===== src/rtl/fb16_tile_pkg.sv =====
package fb16_tile_pkg;
  // Tile geometry, expressed as log2 values
  localparam int PAGE_LOG2   = 6;   // page is 64x64 pixels
  localparam int BLKW_LOG2   = 4;   // block is 16 pixels wide
  localparam int BLKH_LOG2   = 3;   // block is 8 pixels tall
  localparam int BASE_SHIFT  = 11;  // base pointer unit: 2048 bytes
  localparam int PAGE_SHIFT  = 13;  // page: 8192 bytes
  localparam int BLK_SHIFT   = 8;   // block: 256 bytes
  localparam int BIDX_W      = 5;   // 32 blocks per page
  localparam int HIDX_W      = 7;   // 128 halfwords per block
endpackage


===== src/rtl/fb16_blk_perm.sv =====
module fb16_blk_perm
  import fb16_tile_pkg::*;
(
  input  logic [PAGE_LOG2-BLKH_LOG2-1:0] brow,
  input  logic [PAGE_LOG2-BLKW_LOG2-1:0] bcol,
  output logic [BIDX_W-1:0]              bidx
);
  // Block order inside a page, held as a small case ROM
  always_comb begin
    unique case ({brow, bcol})
      5'd0:  bidx = 5'd0;   5'd1:  bidx = 5'd2;   5'd2:  bidx = 5'd8;   5'd3:  bidx = 5'd10;
      5'd4:  bidx = 5'd1;   5'd5:  bidx = 5'd3;   5'd6:  bidx = 5'd9;   5'd7:  bidx = 5'd11;
      5'd8:  bidx = 5'd4;   5'd9:  bidx = 5'd6;   5'd10: bidx = 5'd12;  5'd11: bidx = 5'd14;
      5'd12: bidx = 5'd5;   5'd13: bidx = 5'd7;   5'd14: bidx = 5'd13;  5'd15: bidx = 5'd15;
      5'd16: bidx = 5'd16;  5'd17: bidx = 5'd18;  5'd18: bidx = 5'd24;  5'd19: bidx = 5'd26;
      5'd20: bidx = 5'd17;  5'd21: bidx = 5'd19;  5'd22: bidx = 5'd25;  5'd23: bidx = 5'd27;
      5'd24: bidx = 5'd20;  5'd25: bidx = 5'd22;  5'd26: bidx = 5'd28;  5'd27: bidx = 5'd30;
      5'd28: bidx = 5'd21;  5'd29: bidx = 5'd23;  5'd30: bidx = 5'd29;  default: bidx = 5'd31;
    endcase
  end
endmodule


===== src/rtl/fb16_hw_perm.sv =====
module fb16_hw_perm
  import fb16_tile_pkg::*;
(
  input  logic [BLKH_LOG2-1:0] yb,
  input  logic [BLKW_LOG2-1:0] xb,
  output logic [HIDX_W-1:0]    hidx
);
  // The 128-entry halfword order is a pure bit permutation of the
  // in-block coordinate, so it is gathered instead of stored.
  always_comb begin
    hidx = {yb[2], yb[1], xb[2], xb[1], yb[0], xb[0], xb[3]};
  end
endmodule


===== src/rtl/fb16_page_base.sv =====
module fb16_page_base
  import fb16_tile_pkg::*;
#(
  parameter int BASE_W  = 9,
  parameter int WIDTH_W = 6,
  parameter int COORD_W = 12,
  parameter int ADDR_W  = 32
) (
  input  logic [BASE_W-1:0]  base_ptr,
  input  logic [WIDTH_W-1:0] buf_width,
  input  logic [COORD_W-1:0] px_x,
  input  logic [COORD_W-1:0] px_y,
  output logic [ADDR_W-1:0]  page_base
);
  localparam int PG_W = COORD_W - PAGE_LOG2;

  logic [ADDR_W-1:0] prow, pcol, pidx, base_bytes;

  always_comb begin
    prow       = ADDR_W'(px_y[COORD_W-1 -: PG_W]);
    pcol       = ADDR_W'(px_x[COORD_W-1 -: PG_W]);
    pidx       = prow * ADDR_W'(buf_width) + pcol;
    base_bytes = ADDR_W'(base_ptr) << BASE_SHIFT;
    page_base  = base_bytes + (pidx << PAGE_SHIFT);
  end
endmodule


===== src/rtl/fb16_tile_addr.sv =====
module fb16_tile_addr
  import fb16_tile_pkg::*;
#(
  parameter int BASE_W     = 9,
  parameter int WIDTH_W    = 6,
  parameter int COORD_W    = 12,
  parameter int ADDR_W     = 32,
  parameter bit REGISTERED = 1'b1
) (
  input  logic               clk,
  input  logic               rst_n,
  input  logic               in_valid,
  input  logic [BASE_W-1:0]  base_ptr,
  input  logic [WIDTH_W-1:0] buf_width,
  input  logic [COORD_W-1:0] px_x,
  input  logic [COORD_W-1:0] px_y,
  output logic               out_valid,
  output logic [ADDR_W-1:0]  byte_addr
);
  localparam int BROW_W = PAGE_LOG2 - BLKH_LOG2;
  localparam int BCOL_W = PAGE_LOG2 - BLKW_LOG2;

  logic [ADDR_W-1:0] page_base;
  logic [BIDX_W-1:0] bidx;
  logic [HIDX_W-1:0] hidx;
  logic [ADDR_W-1:0] addr_c;

  fb16_page_base #(
    .BASE_W (BASE_W),
    .WIDTH_W(WIDTH_W),
    .COORD_W(COORD_W),
    .ADDR_W (ADDR_W)
  ) u_page (
    .base_ptr (base_ptr),
    .buf_width(buf_width),
    .px_x     (px_x),
    .px_y     (px_y),
    .page_base(page_base)
  );

  fb16_blk_perm u_blk (
    .brow(px_y[PAGE_LOG2-1 -: BROW_W]),
    .bcol(px_x[PAGE_LOG2-1 -: BCOL_W]),
    .bidx(bidx)
  );

  fb16_hw_perm u_hw (
    .yb  (px_y[BLKH_LOG2-1:0]),
    .xb  (px_x[BLKW_LOG2-1:0]),
    .hidx(hidx)
  );

  always_comb begin
    addr_c = page_base
           + (ADDR_W'(bidx) << BLK_SHIFT)
           + (ADDR_W'(hidx) << 1);
  end

  generate
    if (REGISTERED) begin : g_reg
      logic              vld_d, vld_q;
      logic [ADDR_W-1:0] addr_d, addr_q;

      // next state: address loads only when a coordinate arrives
      always_comb begin
        vld_d  = in_valid;
        addr_d = in_valid ? addr_c : addr_q;
      end

      always_ff @(posedge clk or negedge rst_n) begin
        if (!rst_n) begin
          vld_q  <= 1'b0;
          addr_q <= '0;
        end else begin
          vld_q  <= vld_d;
          addr_q <= addr_d;
        end
      end

      assign out_valid = vld_q;
      assign byte_addr = addr_q;
    end else begin : g_comb
      assign out_valid = in_valid;
      assign byte_addr = addr_c;
    end
  endgenerate
endmodule


===== config.mk =====
export PLATFORM = sky130hd
export DESIGN_NAME = fb16_tile_addr
export DESIGN_NICKNAME = d
export VERILOG_FILES = /design/src/rtl/fb16_tile_pkg.sv /design/src/rtl/fb16_blk_perm.sv /design/src/rtl/fb16_hw_perm.sv /design/src/rtl/fb16_page_base.sv /design/src/rtl/fb16_tile_addr.sv
export SDC_FILE = /design/constraint.sdc
export NUM_CORES = 1
export LEC_CHECK = 0
export BUFFER_PORTS_ARGS = -buffer_cell sky130_fd_sc_hd__buf_4
export CORE_ASPECT_RATIO = 1.5
export CORE_MARGIN = 2
export CORE_UTILIZATION = 35
export DETAILED_ROUTE_END_ITERATION = 16
export HOLD_SLACK_MARGIN = 0.08
export PLACE_DENSITY_LB_ADDON = 0.2
export SYNTH_ARGS = -nofsm -noshare
export SYNTH_HDL_FRONTEND = slang
export SYNTH_SLANG_ARGS = --single-unit

===== constraint.sdc =====
create_clock -name clk -period 0.9 [get_ports clk]
set_input_delay 0.09 -clock clk [delete_from_list [all_inputs] [get_ports clk]]
set_output_delay 0.09 -clock clk [all_outputs]
set_load 0.01 [all_outputs]

After elaboration in Yosys (flattened, before gate mapping)

Memories as Yosys holds them, arrays and structs flattened.
Cells that the tools add are included.

$lt $le $gt $ge: 0
Reductions and logical operators: 0
Divide/modulo/power cells: 0
Mux-type cells: 0
Multipliers: 1
Add/sub/neg operators: 4
Equal/unequal tests: 0
Bitwise operators: 0
Shift-type cells: 0

Operator list:

| operator                   | number |
|---|---|
| adder 20 x 32 -> 32 bit    | 1 |
| adder 32 x 13 -> 32 bit    | 1 |
| adder 32 x 8 -> 32 bit     | 1 |
| adder 12 x 6 -> 13 bit     | 1 |
| multiplier 6 x 6 -> 12 bit | 1 |

Bits in registers: 33
Latch bits: 0
ROM bits: 160
Bits of input ports: 42
Memories: 1
RAM bits: 0
Word-level logic and storage cells: 8
Output and inout port bits: 33

Memory list:

| name            | words | bits a word | rd ports | clocked after Yosys merged registers in | write ports | line                | text |
|---|---|---|---|---|---|---|---|
| (no name shown) | 32    | 5           | 1        | 0                                       | 0           | fb16_blk_perm.sv:10 | `unique case ({brow, bcol})` |

Longest topological paths before layout

Gate-level depths: netlist (run 1).

Depth after elaboration: 5
Depth in mapped cells: 20
Mapped depth without buffers: 20

Cells and area by module

Synthesis (run 1) repeated with hierarchy kept, for this count alone.

Cells, all modules: 459
Area, all modules: 4257.8 µm²

Modules (own cells, without submodules):

| module         | area each (µm²) | cells an instance | times used | seq. area each (µm²) |
|---|---|---|---|---|
| fb16_tile_addr | 2149.6          | 218               | 1          | 825.8 |
| fb16_page_base | 2018.2          | 229               | 1          | 0.0 |
| fb16_hw_perm   | 52.6            | 7                 | 1          | 0.0 |
| fb16_blk_perm  | 37.5            | 5                 | 1          | 0.0 |

Worst setup path before layout (run 1)

OpenSTA, ideal clock, no wires.

Path kind: input -> register
From: input port px_y[6]
To: register g_reg.addr_q[24] (netlist: byte_addr[24])
Stages on the path: 18
Library setup time: 0.120 ns
Arrival time: 4.528 ns
Data required time: 0.780 ns
Buffers on the path: 0
Path slack: -3.747 ns
Path through: nand2_1 fa_1 fa_1 fa_1 inv_1 fa_1 ha_1 and2_1 a31oi_1 nand2_1 nor2_1 xnor2_1 ha_1 nand2_1 o31ai_1 inv_1 or3_1 a31o_1

Longest elaborated chain between the ends: 5

RTL lines:

| item                       | line                 | text |
|---|---|---|
| start, declared            | fb16_tile_addr.sv:16 | `input logic [COORD_W-1:0] px_y,` |
| multiplier 6 x 6 -> 12 bit | fb16_page_base.sv:22 | `pidx = prow * ADDR_W'(buf_width) + pcol;` |
| adder 12 x 6 -> 13 bit     | fb16_page_base.sv:22 |  |
| adder 20 x 32 -> 32 bit    | fb16_page_base.sv:24 | `page_base = base_bytes + (pidx << PAGE_SHIFT);` |
| adder 32 x 13 -> 32 bit    | fb16_tile_addr.sv:55 | `+ (ADDR_W'(bidx) << BLK_SHIFT)` |
| adder 32 x 8 -> 32 bit     | fb16_tile_addr.sv:56 | `+ (ADDR_W'(hidx) << 1);` |
| end signal, assigned       | fb16_tile_addr.sv:76 | `addr_q <= addr_d;` |
| end, declared              | fb16_tile_addr.sv:62 | `logic [ADDR_W-1:0] addr_d, addr_q;` |

No other way between the ends.
A chain may end at the register's enable or synchronous reset.

Worst setup path after layout (run 1)

From: input port buf_width[0]
To: register g_reg.addr_q[20] (netlist: byte_addr[20])

Longest elaborated chain between the ends: 5

RTL lines:

| item                       | line                 | text |
|---|---|---|
| start, declared            | fb16_tile_addr.sv:14 | `input logic [WIDTH_W-1:0] buf_width,` |
| multiplier 6 x 6 -> 12 bit | fb16_page_base.sv:22 |  |
| adder 12 x 6 -> 13 bit     | fb16_page_base.sv:22 |  |
| adder 20 x 32 -> 32 bit    | fb16_page_base.sv:24 |  |
| adder 32 x 13 -> 32 bit    | fb16_tile_addr.sv:55 |  |
| adder 32 x 8 -> 32 bit     | fb16_tile_addr.sv:56 |  |

No other way between the ends.

==> summary.md, run 1 <==
| Metric | Value |
|---|---|
| Max FO, Critical Path | `4` |
| Most used cell, CP | `fa_1` |
| Slowest stage cell, crit path | `fa_1` |
| Area share of the largest cell type after synthesis | `0.223` |
| Site Rows | `41` |
| Ant. Diodes | `0` |
| Detailed Route Iter0 Violations | `58` |
| DRC | `0` |
| Final setup margin | `-3.35 ns` |
| Status | `finished with violations` |
| Yosys reg bits | `27` |
| Register Area | `676 um^2` |
| Worst ir drop on vdd | `1.99 mV` |
| Die height | `118 um` |
| Routed Antenna Nets | `0` |
| Clock tree buffer depth | `2` |
| Sequential area share after synthesis | `0.223` |
| CP Launch Type | `input pin` |
| Vias per cell | `4.94` |
| DR WL/cell | `13.7 um` |
| Area of the multi-input gates | `2700 um^2` |
| Fill cells | `713` |
| Leakage | `2.44 nW` |
| Worst-Skew Late Latency | `0.26 ns` |
| First-pass GRT wire length | `13.3 mm` |
| Clock root buffer | `clkbuf_16` |
| Setup TNS | `-37.19 ns` |
| Critical Path AT | `4.40 ns` |
| Vias in the first global route | `3029` |
| Io pins | `75` |
| Grt total ovfl | `0` |
| Final Max Tran Viols | `0` |
| Hold Path Class | `in2reg` |
| Failing checks | `setup timing` |
| All-Layer GR Usage | `0.171` |
| Post-route cell area | `5020 um^2` |
| Most used flip-flop cell after synthesis | `dfrtp_1` |
| Placeable Area | `8410 um^2` |
| Max-cap viol count | `0` |
| Die width | `80.0 um` |
| Final Skew | `0 ns` |
| WL final | `7.72 mm` |
| Cell Chain, Critical Path | `buf_8 > nand2_4 > fa_1 > fa_1 > fa_1 > inv_2 > fa_1 > ha_4 > and2_4 > a31oi_4 > nand2_2 > nor2_2 > xnor2_1 > ha_1 > buf_6 > a21oi_4 > o31ai_4 > buf_6 > xor2_2 > mux2_4` |
| Crit Path Class | `in2reg` |
| Post-Syn Instances | `310` |
| Hold WS | `0.185 ns` |
| First-pass iteration count of the detailed router | `4` |
| Post-route minimum period | `4.25 ns` |
| Mean Syn Cell Area | `9.78 um^2` |
| Port bufs | `68` |
| Synth unique cells | `48` |
| Total CTS buffers | `3` |
| YS warnings | `0` |
| Initial antenna violation count | `0` |
| PwrDens | `2620 nW/um^2` |
| Total power draw | `13.2 mW` |
| Clk pin slew, worst setup/hold paths | `0.06 ns` |
| Starting Density | `0.360` |
| Hold Vio Cnt, Final | `0` |
| Pre-CTS WS | `-3.80 ns` |
| Tcrit/Tclk final | `4.72` |
| Placed insts | `537` |
| Post-synth EDFFs | `0` |
| Crit end category | `flip-flop` |
| Dpl hpwl | `6.17 mm` |
| Main area contributors after synthesis | `dfrtp_1, ha_1, fa_1` |
| Core Util, Final | `0.597` |
| Layout area overhead | `65.7%` |
| Non-Filler Instances | `562` |
| Max incr delay on CP | `0.56 ns` |
| Placer Congestion | `0.900` |
| # clock sinks | `27` |
| CP Data Required Time | `1.05 ns` |
| Async S/R FF share, synth | `1.00` |
| Final setup vio count | `15` |
| Final net count | `562` |
| TritonCTS clock tree | `done` |
| Placed cell area | `4380 um^2` |
| Unrepaired setup endpoints after global routing | `true` |
| WP buf/inv | `4` |
| Ratio of cells with drive above 1 in the final layout | `0.492` |
| H-tree Lvls | `1` |
| Vias | `2775` |
| Die Area | `9430 um^2` |
| Largest net degree at the start of global routing | `28` |
| Largest area contributor in the netlist | `dfrtp_1` |
| Synthesized area | `3030 um^2` |
| Fmax | `236 MHz` |
| Critical path's top delay family | `adder cells` |
==> final cells by class <==
| class | count | share of cell area |
|---|---|---|
| Clock buffer | 4 | 0.0157 |
| Tap cell | 107 | 0.0267 |
| Timing Repair Buffer | 146 | 0.262 |
| Inverter | 32 | 0.0239 |
| Sequential cell | 27 | 0.135 |
| Multi-Input combinational cell | 246 | 0.537 |
==> power breakdown <==
part	switching [mW]	internal [mW]
clock network	0.398	0.607
logic	4.56	5.82
registers	0.221	1.55
total	5.17	7.98
==> worst min-delay path: cells and delay by family <==
| family | cells | cell delay (ns) |
|---|---|---|
| adder cells (fa/ha/maj) | 1 | 0.11 |
| buffers and inverters | 1 | 0.09 |
| multiplexers | 1 | 0.13 |
==> synth_stat cells (2+ instances only) <==
| cell | count |
|---|---|
| a211o_1 | 2 |
| nand2b_1 | 3 |
| a21oi_1 | 12 |
| inv_1 | 32 |
| nor2b_1 | 5 |
| mux2_2 | 19 |
| nand2_1 | 26 |
| o31ai_1 | 2 |
| a2111oi_0 | 2 |
| fa_1 | 21 |
| ha_1 | 43 |
| nor2_1 | 13 |
| dfrtp_1 | 27 |
| xnor2_1 | 13 |
| nor3_1 | 4 |
| nand3_1 | 3 |
| o2111a_1 | 2 |
| o21a_1 | 6 |
| o21ai_0 | 13 |
| a21o_1 | 4 |
| buf_4 | 6 |
| or3_1 | 2 |
| xor2_1 | 4 |
| and2_1 | 19 |
| clkbuf_1 | 4 |
==> flip-flops by register name (all words and copies together), names as in the netlist <==
signal     cells
byte_addr     26
out_valid      1
==> worst paths after layout <==
path	from	end	cells after the start	slack, ns
hold / removal	px_x[5]	byte_addr[11]$_DFFE_PN0P_	3	0.18
setup reg to reg	byte_addr[25]$_DFFE_PN0P_	byte_addr[25]$_DFFE_PN0P_	3	-0.07
hold reg to reg	byte_addr[4]$_DFFE_PN0P_	byte_addr[4]$_DFFE_PN0P_	1	0.51
max in group asynchronous	rst_n	byte_addr[14]$_DFFE_PN0P_	2	0.36
min in group asynchronous	rst_n	out_valid$_DFF_PN0_	2	0.28
setup / recovery	buf_width[0]	byte_addr[20]$_DFFE_PN0P_	20	-3.35
==> cells in the final DEF (no fill, tap or decap), drive strengths merged, types with 3 or more instances in the layout <==
master	count
inv	32
nand2b	3
dfrtp	27
xnor2	13
o21a	6
nor3	4
mux2	19
clkbuf	4
buf	135
nand2	26
xor2	4
and2	19
fa	21
nand3	3
a21oi	12
a21o	4
conb	6
o21ai	13
ha	43
nor2	13
nor2b	6
dlygate4sd3	11
==> layer usage <==
metal  wire, um  vias to the layer above  GRT usage
li1           -                     1352          -
met1       2830                     1334      0.192
met2       4290                       76      0.322
met3        403                       13     0.0230
met4        199                        0     0.0551
met5          0                        -          0
==> kinds of logic after synthesis <==
group / count (synthesis) / share of synthesized area
adders and majority gates: 64 / 0.316
muxes: 20 / 0.0739
DFF: 27 / 0.223
and+or+nand+nor: 82 / 0.140
other: 1 / 0.00124
buffers and inverters: 42 / 0.0595
xor gates and xnor gates: 17 / 0.0491
AOI/OAI and AO/OA: 57 / 0.137
==> timing repair <==
action | 4_1_cts | 5_1_grt
setup endpoints to repair | 16 | 30
pin swaps | 35 | 14
hold buffers | 11 | 0
buffers inserted | 8 | 3
hold endpoints to repair | 37 | 0
gates resized for setup | 47 | 46
(Power assumes the default switching activity.)
==> inputs of run 2 (changes only) <==
Settings changed: CTS_CLUSTER_DIAMETER from default to 30, SETUP_SLACK_MARGIN from default to 0.5.
==> run 2 against run 1 <==
The run ends with hold timing, setup timing left. Clock skew stayed put. Non-clock buffer count decreased by 6. Register-to-register slack hardly changed. Global-route usage down 0.32 points. Total power is 0.85% lower. Sequential cell count unchanged. Via count down 2.9%. Setup slack got worse by 0.0033 ns. Largest cell class unchanged.
==> summary.md, run 2 (same netlist as run 1, synthesis figures left out) <==
| Metric | Value |
|---|---|
| First-pass iteration count of the detailed router | `4 (unchanged)` |
| Largest net degree at the start of global routing | `28 (unchanged)` |
| Failing checks | `hold timing, setup timing (was setup timing)` |
| Worst-Skew Late Latency | `0.26 ns (about the same)` |
| DR WL/cell | `13.5 um (was 13.7 um)` |
| Critical Path AT | `4.39 ns (was 4.40 ns)` |
| Placeable Area | `8410 um^2 (unchanged)` |
| R2R Setup Slk | `-0.08 ns (was -0.07 ns)` |
| Most used cell, CP | `fa_1 (unchanged)` |
| Hold Vio Cnt, Final | `27 (was 0)` |
| Setup TNS | `-37.34 ns (was -37.19 ns)` |
| Crit end category | `flip-flop (unchanged)` |
| Vias in the first global route | `2950 (was 3029)` |
| Layout area overhead | `67.0% (was 65.7%)` |
| Die width | `80.0 um (unchanged)` |
| Vias | `2695 (was 2775)` |
| Max FO, Critical Path | `6 (was 4)` |
| Hold Path Class | `in2async (was in2reg)` |
| Non-Filler Instances | `556 (was 562)` |
| Fmax | `235 MHz (was 236 MHz)` |
| Placed insts | `539 (was 537)` |
| Cell Chain, Critical Path | `buf_8 > nand2_4 > fa_1 > fa_1 > fa_1 > inv_1 > fa_1 > ha_4 > buf_4 > nand4_1 > nand2_2 > nor2_2 > xnor2_1 > ha_1 > buf_6 > a21oi_4 > o31ai_4 > buf_4 > xor2_1 > mux2_2 (was buf_8 > nand2_4 > fa_1 > fa_1 > fa_1 > inv_2 > fa_1 > ha_4 > and2_4 > a31oi_4 > nand2_2 > nor2_2 > xnor2_1 > ha_1 > buf_6 > a21oi_4 > o31ai_4 > buf_6 > xor2_2 > mux2_4)` |
| Final Max Tran Viols | `0 (unchanged)` |
| Ratio of cells with drive above 1 in the final layout | `0.506 (was 0.492)` |
| Final net count | `556 (was 562)` |
| PwrDens | `2580 nW/um^2 (was 2620 nW/um^2)` |
| Grt total ovfl | `0 (unchanged)` |
| Max FFs per register | `26 (unchanged)` |
| Crit Path Class | `in2reg (unchanged)` |
| Final setup margin | `-3.35 ns (about the same)` |
| Clock root buffer | `clkbuf_16 (unchanged)` |
| WL final | `7.50 mm (was 7.72 mm)` |
| Io pins | `75 (unchanged)` |
| Routed Antenna Nets | `0 (unchanged)` |
| All-Layer GR Usage | `0.168 (was 0.171)` |
| CP Launch Type | `input pin (unchanged)` |
| Final Skew | `0 ns (unchanged)` |
| Hold WS | `-0.269 ns (was 0.185 ns)` |
| Total CTS buffers | `3 (unchanged)` |
| TritonCTS clock tree | `done (unchanged)` |
| Final setup vio count | `15 (unchanged)` |
| Clk pin slew, worst setup/hold paths | `0.06 ns (about the same)` |
| Detailed Route Iter0 Violations | `57 (was 58)` |
| Clock tree buffer depth | `2 (unchanged)` |
| Dpl hpwl | `6.07 mm (was 6.17 mm)` |
| Die Area | `9430 um^2 (unchanged)` |
| Worst ir drop on vdd | `1.85 mV (was 1.99 mV)` |
| Vias per cell | `4.85 (was 4.94)` |
| Most common cell after layout, fill and taps aside | `buf_4 (unchanged)` |
| Slowest stage cell, crit path | `fa_1 (unchanged)` |
| Fill cells | `701 (was 713)` |
| DRC | `0 (unchanged)` |
| Max incr delay on CP | `0.56 ns (about the same)` |
| Ant. Diodes | `0 (unchanged)` |
| Status | `finished with violations (unchanged)` |
| Max-cap viol count | `0 (unchanged)` |
| Critical path's top delay family | `adder cells (unchanged)` |
| Starting Density | `0.360 (unchanged)` |
| Site Rows | `41 (unchanged)` |
| Post-route minimum period | `4.25 ns (about the same)` |
| Total power draw | `13.0 mW (was 13.2 mW)` |
| Port bufs | `68 (unchanged)` |
| Initial antenna violation count | `0 (unchanged)` |
| H-tree Lvls | `1 (unchanged)` |
| Commonest non-fill, non-tap cells in the layout | `buf_4, buf_6, dfrtp_1 (was buf_4, buf_6, ha_1)` |
| First-pass GRT wire length | `12.9 mm (was 13.3 mm)` |
| WP buf/inv | `5 (was 4)` |
| Tcrit/Tclk final | `4.72 (about the same)` |
| Unrepaired setup endpoints after global routing | `true (unchanged)` |
| CP Data Required Time | `1.05 ns (about the same)` |
| Placer Congestion | `0.902 (was 0.900)` |
| Leakage | `2.48 nW (was 2.44 nW)` |
| # clock sinks | `27 (unchanged)` |
| Die height | `118 um (unchanged)` |
[run 2: layout make-up]
| class | count | area (um^2) | area share |
|---|---|---|---|
| clock buffers | 4 | 78.8 | 0.0156 |
| repair buffers | 140 | 1300 | 0.257 |
| inverters | 32 | 120 | 0.0237 |
| well taps | 107 | 134 | 0.0265 |
| multi-input cells | 246 | 2750 | 0.544 |
| flip-flops and latches | 27 | 676 | 0.134 |
[run 2: what timing repair did]
item,CTS,global route
endpoints found under the setup margin,53,53
gates resized for setup,92,12
setup buffers,12,1
pin swaps,36,7
endpoints found under the hold margin,37,37
[run 2: metrics by stage]
step / worst slack, ns / util / hold slack [ns] / cell area, um^2
2_1_floorplan: -3.50 / - / -0.206 / 3460
3_5_place_dp: -3.78 / 0.529 / 0.0205 / 4450
4_1_cts: -3.40 / 0.595 / -0.255 / 5000
3_3_place_gp: -3.73 / 0.529 / 0.0211 / 4450
5_1_grt: -3.50 / 0.601 / -0.247 / 5060
6_report: -3.35 / 0.601 / -0.269 / 5060
[run 2: path summary, 6_finish.rpt]
| check | from | to | depth (start not counted) |
|---|---|---|---|
| setup / recovery | px_y[7] | byte_addr[20]$_DFFE_PN0P_ | 20 |
| hold / removal | rst_n | byte_addr[2]$_DFFE_PN0P_ | 1 |
| setup reg to reg | byte_addr[25]$_DFFE_PN0P_ | byte_addr[25]$_DFFE_PN0P_ | 3 |
| hold reg to reg | byte_addr[7]$_DFFE_PN0P_ | byte_addr[7]$_DFFE_PN0P_ | 1 |
| max in group asynchronous | rst_n | byte_addr[16]$_DFFE_PN0P_ | 1 |
| min in group clk | px_y[1] | byte_addr[6]$_DFFE_PN0P_ | 2 |
[run 2: power breakdown]
part	switching, mW	leakage, nW	internal (mW)
clock network	0.392	0.0382	0.606
logic	4.42	2.12	5.83
registers	0.240	0.322	1.55
[run 2: per-layer routing]
layer  routed length (um)  up-vias  track usage
li1                     -     1329            -
met1                 2970     1297        0.195
met2                 4160       61        0.320
met3                  271        8       0.0161
met4                  109        0       0.0392
met5                    0        -            0
==> inputs of run 3 (changes only) <==
Settings changed: MAX_ROUTING_LAYER from default to met4.
==> run 3 against run 2 <==
The flow still finishes with violations (hold timing, setup timing). Sequential share of layout area stayed put. Clock skew stayed put. Sequential power hardly changed. Combinational power hardly changed. Wire length hardly changed. Final area stayed put. Global-route usage is 0.46 points higher. Utilization stayed put. Largest power group unchanged. Clock power hardly changed. Clock-buffer cell count stayed put.
==> summary.md, run 3 (same netlist as run 1, synthesis figures left out) <==
| Metric | Value |
|---|---|
| Setup TNS | `-37.33 ns (was -37.34 ns)` |
| Port bufs | `68 (unchanged)` |
| Io pins | `75 (unchanged)` |
| CP Data Required Time | `1.05 ns (about the same)` |
| Final Max Tran Viols | `0 (unchanged)` |
| Largest net degree at the start of global routing | `28 (unchanged)` |
| Leakage | `2.48 nW (unchanged)` |
| Hold WS | `-0.271 ns (was -0.269 ns)` |
| Post-route cell area | `5060 um^2 (unchanged)` |
| CP Launch Type | `input pin (unchanged)` |
| First-pass iteration count of the detailed router | `4 (unchanged)` |
| Clock tree buffer depth | `2 (unchanged)` |
| Placed cell area | `4450 um^2 (unchanged)` |
| Status | `finished with violations (unchanged)` |
| TritonCTS clock tree | `done (unchanged)` |
| Total power draw | `13.0 mW (about the same)` |
| Psw | `5.05 mW (unchanged)` |
| Max FO, Critical Path | `6 (unchanged)` |
| Hold Vio Cnt, Final | `27 (unchanged)` |
| Vias | `2694 (was 2695)` |
| Max layer used | `met4 (unchanged)` |
| Final net count | `556 (unchanged)` |
| Die width | `80.0 um (unchanged)` |
| PwrDens | `2580 nW/um^2 (about the same)` |
| Most common cell after layout, fill and taps aside | `buf_4 (unchanged)` |
| Vias per cell | `4.85 (about the same)` |
| Final setup vio count | `15 (unchanged)` |
| Worst r2r src | `byte_addr[25]$_DFFE_PN0P_ (unchanged)` |
| Ant. Diodes | `0 (unchanged)` |
| Placed insts | `539 (unchanged)` |
| Final setup margin | `-3.35 ns (about the same)` |
| Worst ir drop on vdd | `1.85 mV (about the same)` |
| Starting Density | `0.360 (unchanged)` |
| DRC | `0 (unchanged)` |
| Final Skew | `0 ns (unchanged)` |
| Sequential Power Share | `0.138 (was 0.137)` |
| DR WL/cell | `13.5 um (about the same)` |
| Layout area overhead | `67.0% (unchanged)` |
| R2R Setup Slk | `-0.07 ns (was -0.08 ns)` |
| All-Layer GR Usage | `0.172 (was 0.168)` |
| Max-cap viol count | `0 (unchanged)` |
| Crit end category | `flip-flop (unchanged)` |
| Comb pwr share | `0.786 (about the same)` |
| Detailed Route Iter0 Violations | `52 (was 57)` |
| Routed Antenna Nets | `0 (unchanged)` |
| Core Util, Final | `0.601 (unchanged)` |
| Initial antenna violation count | `0 (unchanged)` |
| Routed met3 length | `229 um (was 271 um)` |
| First-pass GRT wire length | `12.9 mm (about the same)` |
| Clock root buffer | `clkbuf_16 (unchanged)` |
| Hold Path Class | `in2async (unchanged)` |
| Worst-Skew Late Latency | `0.26 ns (about the same)` |
| DRT met1 WL | `3.02 mm (was 2.97 mm)` |
| Die Area | `9430 um^2 (unchanged)` |
| Unrepaired setup endpoints after global routing | `true (unchanged)` |
| Placeable Area | `8410 um^2 (unchanged)` |
| Commonest non-fill, non-tap cells in the layout | `buf_4, buf_6, dfrtp_1 (unchanged)` |
| Post-route minimum period | `4.25 ns (about the same)` |
| H-tree Lvls | `1 (unchanged)` |
| Crit Path Class | `in2reg (unchanged)` |
| Max FFs per register | `26 (unchanged)` |
| Die height | `118 um (unchanged)` |
| Internal power | `7.99 mW (about the same)` |
| Total CTS buffers | `3 (unchanged)` |
| Reg-to-Reg End | `byte_addr[25]$_DFFE_PN0P_ (unchanged)` |
| Failing checks | `hold timing, setup timing (unchanged)` |
| Pre-CTS WS | `-3.78 ns (unchanged)` |
| Clk pin slew, worst setup/hold paths | `0.06 ns (about the same)` |
| Vias in the first global route | `2956 (was 2950)` |
| # clock sinks | `27 (unchanged)` |
| Non-Filler Instances | `556 (unchanged)` |
| Ratio of cells with drive above 1 in the final layout | `0.506 (unchanged)` |
| Tcrit/Tclk final | `4.72 (about the same)` |
| Clock power share | `0.077 (was 0.076)` |
| Critical Path AT | `4.40 ns (was 4.39 ns)` |
| WL final | `7.51 mm (was 7.50 mm)` |
| Site Rows | `41 (unchanged)` |
| Net Sw Frac | `0.387 (about the same)` |
| Worst R2R Path Depth | `3 (unchanged)` |
| WL met2 | `4.15 mm (was 4.16 mm)` |
| Placer Congestion | `0.918 (was 0.902)` |
| Dpl hpwl | `6.07 mm (unchanged)` |
| Fill cells | `701 (unchanged)` |
| Fmax | `235 MHz (about the same)` |
| Grt total ovfl | `0 (unchanged)` |
## run 3: cell counts in the layout (fill, tap and decap cells not counted)
No cell type changed its count.
## run 3: final cells by class
cell class | count | area (um^2) | share of cell area
clock buffers | 4 | 78.8 | 0.0156
multi-input cells | 246 | 2750 | 0.544
well taps | 107 | 134 | 0.0265
inverters | 32 | 120 | 0.0237
repair buffers | 140 | 1300 | 0.257
flip-flops and latches | 27 | 676 | 0.134
## run 3: per-layer routing
| layer | global-route usage | vias up |
|---|---|---|
| met1 | 0.198 | 1296 |
| met3 | 0.0107 | 8 |
| met4 | 0.0392 | 0 |
| met5 | - | - |
| li1 | - | 1329 |
| met2 | 0.320 | 61 |
## run 3: worst max path at each step
stage	from	endpoint	slack [ns]
after global placement	px_y[6]	byte_addr[24]$_DFFE_PN0P_	-3.73
after detailed placement	px_y[6]	byte_addr[24]$_DFFE_PN0P_	-3.78
after CTS	px_y[7]	byte_addr[24]$_DFFE_PN0P_	-3.40
final	px_y[7]	byte_addr[20]$_DFFE_PN0P_	-3.35
after floorplan	px_y[6]	byte_addr[24]$_DFFE_PN0P_	-3.50
after global routing	px_y[7]	byte_addr[20]$_DFFE_PN0P_	-3.50
## run 3: power by group through the flow
stage	logic [mW]	registers, mW	clock network (mW)
finish	10.2	1.79	1.00
global route	11.2	1.84	1.07
CTS	10.0	1.80	1.02
detailed placement	8.36	1.75	0
global placement	8.30	1.74	0
floorplan	5.37	1.87	0
## run 3: critical path, stage by stage
cell     delay (ns)
buf_8          0.08
nand2_4        0.04
fa_1           0.56
fa_1           0.45
fa_1           0.52
inv_1          0.05
fa_1           0.48
ha_4           0.30
buf_4          0.14
nand4_1        0.14
nand2_2        0.10
nor2_2         0.04
xnor2_1        0.12
ha_1           0.34
buf_6          0.14
a21oi_4        0.17
o31ai_4        0.11
buf_4          0.15
xor2_1         0.13
mux2_2         0.25
## run 3: repair_timing
item	in CTS	in global routing
endpoints found under the setup margin	53	53
pin swaps	36	7
gates resized for setup	92	12
hold endpoints to repair	37	37
setup buffers	12	1
